[src/rtl/adc_pair_rx.sv]
module adc_pair_rx #(
  parameter int W = 10
) (
  input  logic         clk,
  input  logic         rst_n,
  input  logic         twos_mode,
  input  logic         bus_valid,
  input  logic         ab_flag,
  input  logic [W-1:0] bus_data,
  output logic         pair_valid,
  output logic [W-1:0] ch_a,
  output logic [W-1:0] ch_b,
  output logic         seq_err
);
  localparam logic [W-1:0] MSB_MASK = {1'b1, {(W-1){1'b0}}};

  logic         s_vld, s_ab;
  logic [W-1:0] s_dat;
  logic         have_a;
  logic [W-1:0] a_hold;

  wire [W-1:0] s_signed = twos_mode ? s_dat : (s_dat ^ MSB_MASK);
  wire         take_a   = s_vld & s_ab;
  wire         take_b   = s_vld & ~s_ab;
  wire         complete = take_b & have_a;
  wire         broken   = (take_a & have_a) | (take_b & ~have_a);

  always_ff @(posedge clk) begin
    if (!rst_n) begin
      s_vld      <= 1'b0;
      s_ab       <= 1'b0;
      s_dat      <= '0;
      have_a     <= 1'b0;
      a_hold     <= '0;
      pair_valid <= 1'b0;
      ch_a       <= '0;
      ch_b       <= '0;
      seq_err    <= 1'b0;
    end else begin
      s_vld      <= bus_valid;
      s_ab       <= ab_flag;
      s_dat      <= bus_data;
      pair_valid <= complete;
      if (complete) begin
        ch_a <= a_hold;
        ch_b <= s_signed;
      end
      if (broken) seq_err <= 1'b1;
      if (take_a) begin
        have_a <= 1'b1;
        a_hold <= s_signed;
      end else begin
        have_a <= 1'b0;
      end
    end
  end
endmodule

[config.mk]
export PLATFORM = sky130hd
export DESIGN_NAME = adc_pair_rx
export DESIGN_NICKNAME = d
export VERILOG_FILES = /design/src/rtl/adc_pair_rx.sv
export SDC_FILE = /design/constraint.sdc
export NUM_CORES = 1
export LEC_CHECK = 0
export ABC_AREA = 1
export ABC_CLOCK_PERIOD_IN_PS = 2000
export CELL_PAD_IN_SITES_DETAIL_PLACEMENT = 1
export CELL_PAD_IN_SITES_GLOBAL_PLACEMENT = 2
export CORE_ASPECT_RATIO = 1.5
export CORE_MARGIN = 2
export CORE_UTILIZATION = 29
export CTS_CLUSTER_SIZE = 8
export DETAILED_ROUTE_END_ITERATION = 8
export GPL_TIMING_DRIVEN = 1
export PLACE_DENSITY_LB_ADDON = 0.1
export SYNTH_ARGS = -nofsm -noshare
export SYNTH_HDL_FRONTEND = slang
export SYNTH_SLANG_ARGS = --single-unit
[constraint.sdc]
create_clock -name clk -period 2 [get_ports clk]
set_input_delay 0.4 -clock clk [delete_from_list [all_inputs] [get_ports clk]]
set_output_delay 0.4 -clock clk [all_outputs]
set_load 0.02 [all_outputs]
==> results of run 1 <==
-- cell usage after synthesis --
cell | instances | area share, %
nand2_2 | 1 | 0.38
buf_4 | 1 | 0.45
dfxtp_1 | 45 | 55
nand2_1 | 61 | 14
o21ai_0 | 8 | 2.4
nand3_1 | 1 | 0.30
o21ai_1 | 1 | 0.30
clkbuf_2 | 1 | 0.30
nor2_1 | 62 | 14
clkinv_1 | 1 | 0.23
nand3_4 | 1 | 1.1
buf_2 | 6 | 1.8
buf_6 | 2 | 1.4
inv_1 | 39 | 8.9
-- path summary, 6_finish.rpt --
| path | from | endpoint | slack (ns) | cells after the start |
|---|---|---|---|---|
| hold / removal | a_hold[5] | a_hold[5] | 0.49 | 2 |
| hold reg to reg | a_hold[5] | a_hold[5] | 0.49 | 2 |
| setup / recovery | ch_b[4] | ch_b[4] | 0.35 | 1 |
| setup reg to reg | s_ab | ch_b[7] | 0.74 | 4 |
-- metrics by stage --
| stage | area (µm²) | setup WS (ns) | power (mW) |
|---|---|---|---|
| global route | 2140 | 0.272 | 1.67 |
| global placement | 2060 | 0.488 | 1.05 |
| CTS | 2140 | 0.324 | 1.62 |
| detailed placement | 2060 | 0.413 | 1.05 |
| finish | 2140 | 0.349 | 1.59 |
| floorplan | 1650 | 1.09 | 1.00 |
-- power groups by stage --
stage	Clock, mW	Combinational (mW)	Sequential, mW
finish	0.556	0.0975	0.933
global route	0.623	0.112	0.936
floorplan	0	0.0481	0.955
global placement	0	0.0987	0.954
detailed placement	0	0.101	0.954
CTS	0.582	0.101	0.933
-- registers in the layout, indices dropped and copies added, names as in the netlist --
signal / count
a_hold: 10
ch_a: 10
ch_b: 10
s_dat: 10
have_a: 1
pair_valid: 1
s_ab: 1
s_vld: 1
seq_err: 1
-- cell type report --
class	count	area [µm²]	area share, %
inverter	40	150	7.01
timing repair buffer	39	383	17.9
tap	70	87.6	4.09
multi-input combinational	135	536	25.0
sequential	45	901	42.0
clock buffer	7	86.3	4.03
-- worst reg2reg max path, cell delays in order (launching register included) --
cell	delay [ns]
dfxtp_1	0.33
inv_1	0.11
nand3_4	0.38
nor2_1	0.27
nor2_1	0.07
-- metal layers --
metal / vias to the layer above / wire [µm]
li1: 724 / -
met1: 590 / 1540
met2: 28 / 1540
met3: 6 / 132
met4: 0 / 66
met5: - / 0
-- logic make-up (layout without fill, tap and decap cells) --
family | Yosys count | in the layout | synth area share (%)
buf+inv | 50 | 86 | 13.0
compound gates | 9 | 9 | 2.73
flops | 45 | 45 | 54.5
simple gates | 126 | 126 | 29.7
==> flow_summary.json, run 1 <==
{
  "utilization_pct": 39.0,
  "use_met1_pct": 14.6,
  "start_kind": "register",
  "yosys_warnings": 0,
  "grt.met3_usage_pct": 3.13,
  "syn-cell-area_mm2": 0.00165,
  "avgSynthCellArea_um2": 7.18,
  "rsz0062_at_grt": "no",
  "ys_types": 14,
  "grt_most_used_layer": "met2",
  "whs_ns": 0.487,
  "p_leak_nw": 1.09,
  "vias": 1348,
  "fin_crit_ns": 1.65,
  "synthToLayoutAreaGrowth_pct": 29.8,
  "worst_pin_slew_ns": 0.475,
  "num_io_pins": 37,
  "routedWlPerCell_um": 9.77,
  "cp_cell_sequence": "clkdlybuf4s50_1",
  "power_frac_seq_pct": 58.8,
  "max_freq_ghz": 0.606,
  "port_buffers": 36,
  "cp_slowest_cell": "clkdlybuf4s50_1",
  "sw_frac_of_total_pct": 21.6,
  "critical_path_arrival_ns": 1.25,
  "core-area_mm2": 0.00549,
  "cts_hold_buf": 0,
  "die_width_um": 65.6,
  "grt_max_degree": 42,
  "drc": 0,
  "root_buffer": "clkbuf_8",
  "path_delay_family": "buffers and inverters",
  "p_switching_mw": 0.343,
  "crit_path_end_kind": "output port",
  "cts_sinks": 45,
  "dpl.hpwl_um": 2250,
  "status": "finished, final reports clean",
  "cts_tree": "built",
  "drtPass1Iterations": 4,
  "post_cts_resized": 0,
  "dieArea_mm2": 0.00633,
  "track_usage_pct": 11.9,
  "netlist_instances": 230,
  "chipHeight_um": 96.4,
  "syn-num-nets": 245,
  "row_count": 33,
  "slew_violations": 0,
  "hold_path.class": "reg -> reg",
  "final_common_cell": "nor2_1",
  "ys_ff_latch": 45,
  "grt_pass1_vias": 1272,
  "finalSetupTns_ns": 0,
  "power_density_mw_per_mm2": 740,
  "cp_num_buf_inv": 1,
  "hold_viol_final": 0,
  "stdcell_count": 336,
  "power_frac_clock_pct": 35.0,
  "dp_cells": 329,
  "drive_gt1_share_pct": 4.14,
  "fin_skew_ns": 0.00636,
  "final-setup-viol-count": 0,
  "clock_latency_ns": 0.29,
  "ys_seq_area_share_pct": 54.5,
  "slew_headroom_pct": 68.4,
  "drt-total-wl_um": 3280,
  "cp.required_ns": 1.60,
  "period_share_pct": 82.5,
  "fin_nets": 281,
  "power.internal_mw": 1.24,
  "layout_common_cells": "nor2_1 (62), nand2_1 (61), dfxtp_1 (45)",
  "htree_levels": 2,
  "numCtsBuffers": 5,
  "grt_antenna_before_repair": 0,
  "pwr-share-comb_pct": 6.1,
  "start_util_pct": 30.1,
  "fillCellCount": 699,
  "via_per_inst": 4.01,
  "path_clk_slew_ns": 0.07,
  "place_congestion": 0.653,
  "crit_path_max_fanout": 2,
  "cts_setup_buffers": 0,
  "grt_pass1_wl_um": 5710,
  "overflow": 0,
  "gr-usage-met2_pct": 19.2,
  "vdd_drop_max_v": 0.000364,
  "cts_buffer_depth": 2,
  "crit_path_max_incr_delay_ns": 0.61,
  "drt_iter0_markers": 55,
  "path_class": "reg -> out",
  "maxCapViolCount": 0,
  "diodes": 0,
  "ant_nets": 0
}
Power figures use the tool's default switching activity.
==> run 2, diff against run 1 <==
--- a/config.mk
+++ b/config.mk
@@ -6,12 +6,12 @@
 export NUM_CORES = 1
 export LEC_CHECK = 0
 export ABC_AREA = 1
-export ABC_CLOCK_PERIOD_IN_PS = 2000
+export ABC_CLOCK_PERIOD_IN_PS = 1500
 export CELL_PAD_IN_SITES_DETAIL_PLACEMENT = 1
 export CELL_PAD_IN_SITES_GLOBAL_PLACEMENT = 2
 export CORE_ASPECT_RATIO = 1.5
 export CORE_MARGIN = 2
-export CORE_UTILIZATION = 29
+export CORE_UTILIZATION = 24
 export CTS_CLUSTER_SIZE = 8
 export DETAILED_ROUTE_END_ITERATION = 8
 export GPL_TIMING_DRIVEN = 1
==> constraint.sdc (replaced) <==
create_clock -name clk -period 1.5 [get_ports clk]
set_input_delay 0.3 -clock clk [delete_from_list [all_inputs] [get_ports clk]]
set_output_delay 0.3 -clock clk [all_outputs]
set_load 0.02 [all_outputs]
==> run 2 against run 1 <==
  * Clock-buffer cell count is 1 lower
  * Critical path depth unchanged
  * Final area about the same
  * Setup slack got worse by 0.14 ns
  * Clock skew shrank 0.0016 ns
  * Sequential share of layout area is essentially flat
  * Non-clock buffer count rose by 1
  * Register-to-register slack lost 0.48 ns
  * Sequential power grew 33%
  * Combinational power up 33%
  * Global-route usage is 1.3 points lower
  * Largest power group unchanged
==> flow_summary.json, run 2 (same netlist as run 1, synthesis figures left out) <==
{
  "start_kind": "register",
  "crit_path_max_fanout": 2,
  "track_usage_pct": 10.6,
  "row_count": 37,
  "final_common_cell": "nor2_1",
  "fin_ws_ns": 0.206,
  "dp_cells": 338,
  "r2r_start": "s_vld",
  "worstHoldStart": "a_hold[2]",
  "htree_levels": 2,
  "grt_pass1_wl_um": 6200,
  "path_clk_slew_ns": 0.09,
  "overflow": 0,
  "cp_num_buf_inv": 1,
  "fin_skew_ns": 0.00478,
  "cts_setup_buffers": 0,
  "crit_path_max_incr_delay_ns": 0.35,
  "power_density_mw_per_mm2": 984,
  "port_buffers": 36,
  "final-setup-viol-count": 0,
  "drt_iter0_markers": 35,
  "vdd_drop_max_v": 0.000447,
  "cp.required_ns": 1.20,
  "die_width_um": 71.7,
  "path_class": "reg -> out",
  "startpoint": "ch_a[8]",
  "slew_violations": 0,
  "fin_nets": 282,
  "hold_path.class": "reg -> reg",
  "critical_path_arrival_ns": 0.99,
  "cts_hold_buf": 0,
  "synthToLayoutAreaGrowth_pct": 29.7,
  "root_buffer": "clkbuf_8",
  "grt_max_degree": 40,
  "ant_nets": 0,
  "numCtsBuffers": 5,
  "worst_pin_slew_ns": 0.269,
  "p_leak_nw": 1.21,
  "vias": 1356,
  "status": "finished, final reports clean",
  "dieArea_mm2": 0.00757,
  "period_share_pct": 86.3,
  "finalPower_mw": 2.11,
  "grt_pass1_vias": 1338,
  "routedWlPerCell_um": 10.3,
  "grt_antenna_before_repair": 0,
  "diodes": 0,
  "via_per_inst": 3.92,
  "cp_slowest_cell": "dfxtp_1",
  "max_freq_ghz": 0.773,
  "drc": 0,
  "drive_gt1_share_pct": 4.85,
  "fin_crit_ns": 1.29,
  "slew_headroom_pct": 82.0,
  "num_io_pins": 37,
  "start_util_pct": 24.4,
  "cts_tree": "built",
  "rsz0062_at_grt": "no",
  "core-area_mm2": 0.00676,
  "path_delay_family": "flip-flops",
  "r2r_setup_slack_ns": 0.26,
  "drt-total-wl_um": 3550,
  "clock_latency_ns": 0.29,
  "placed_area_mm2": 0.00209,
  "drtPass1Iterations": 4,
  "cp_cell_sequence": "dlygate4sd2_1",
  "dpl.hpwl_um": 2440,
  "hold_viol_final": 0,
  "cts_buffer_depth": 2,
  "final_area_mm2": 0.00214,
  "layout_common_cells": "nor2_1 (62), nand2_1 (61), dfxtp_1 (45)",
  "crit_path_end_kind": "output port",
  "place_congestion": 0.661,
  "maxCapViolCount": 0,
  "dp_slack_ns": 0.0508,
  "cts_sinks": 45,
  "chipHeight_um": 106,
  "finalSetupTns_ns": 0,
  "stdcell_count": 346
}
## run 2: changes by cell type in the layout (fill, tap and decap cells not counted)
cell,before,now
clkdlybuf4s50_1,36,14
buf_12,0,1
clkinv_2,0,2
dlygate4sd2_1,0,22
clkbuf_8,6,5
## run 2: metrics by stage
step / hold slack (ns) / utilization, %
after floorplan: 0.398 / -
after global placement: 0.465 / 30.9
after detailed placement: 0.474 / 30.9
after CTS: 0.495 / 31.7
after global routing: 0.518 / 31.7
final: 0.490 / 31.7
## run 2: path summary, 6_finish.rpt
kind	end	cells past startpoint
min	ch_a[2]	2
max	ch_a[8]	1
max reg2reg	a_hold[7]	4
min reg2reg	ch_a[2]	2
## run 2: where the power goes
| part | internal [mW] | total [mW] | switching, mW |
|---|---|---|---|
| logic | 0.0649 | 0.130 | 0.0647 |
| clock network | 0.324 | 0.735 | 0.412 |
| registers | 1.23 | 1.24 | 0.0176 |
| total | 1.61 | 2.11 | 0.494 |
## run 2: routing by layer
metal | wire, µm | GRT usage (%) | share of wire [%]
met1 | 1700 | 13.3 | 48
met2 | 1620 | 16.7 | 46
met3 | 152 | 2.77 | 4.3
met4 | 76 | 4.85 | 2.1
met5 | 0 | 0 | 0
## run 2: repair_timing
action	CTS	global route
gates resized for setup	22	0
endpoints found under the hold margin	0	0
endpoints found under the setup margin	22	0
## run 2: area by class of cell
cell class | instances | area, µm²
Sequential cell | 45 | 901
Inverter | 40 | 150
Tap cell | 78 | 97.6
Clock inverter | 2 | 10.0
Multi-Input combinational cell | 135 | 536
Timing Repair Buffer | 40 | 375
Clock buffer | 6 | 72.6
Fill cell | 851 | 4620
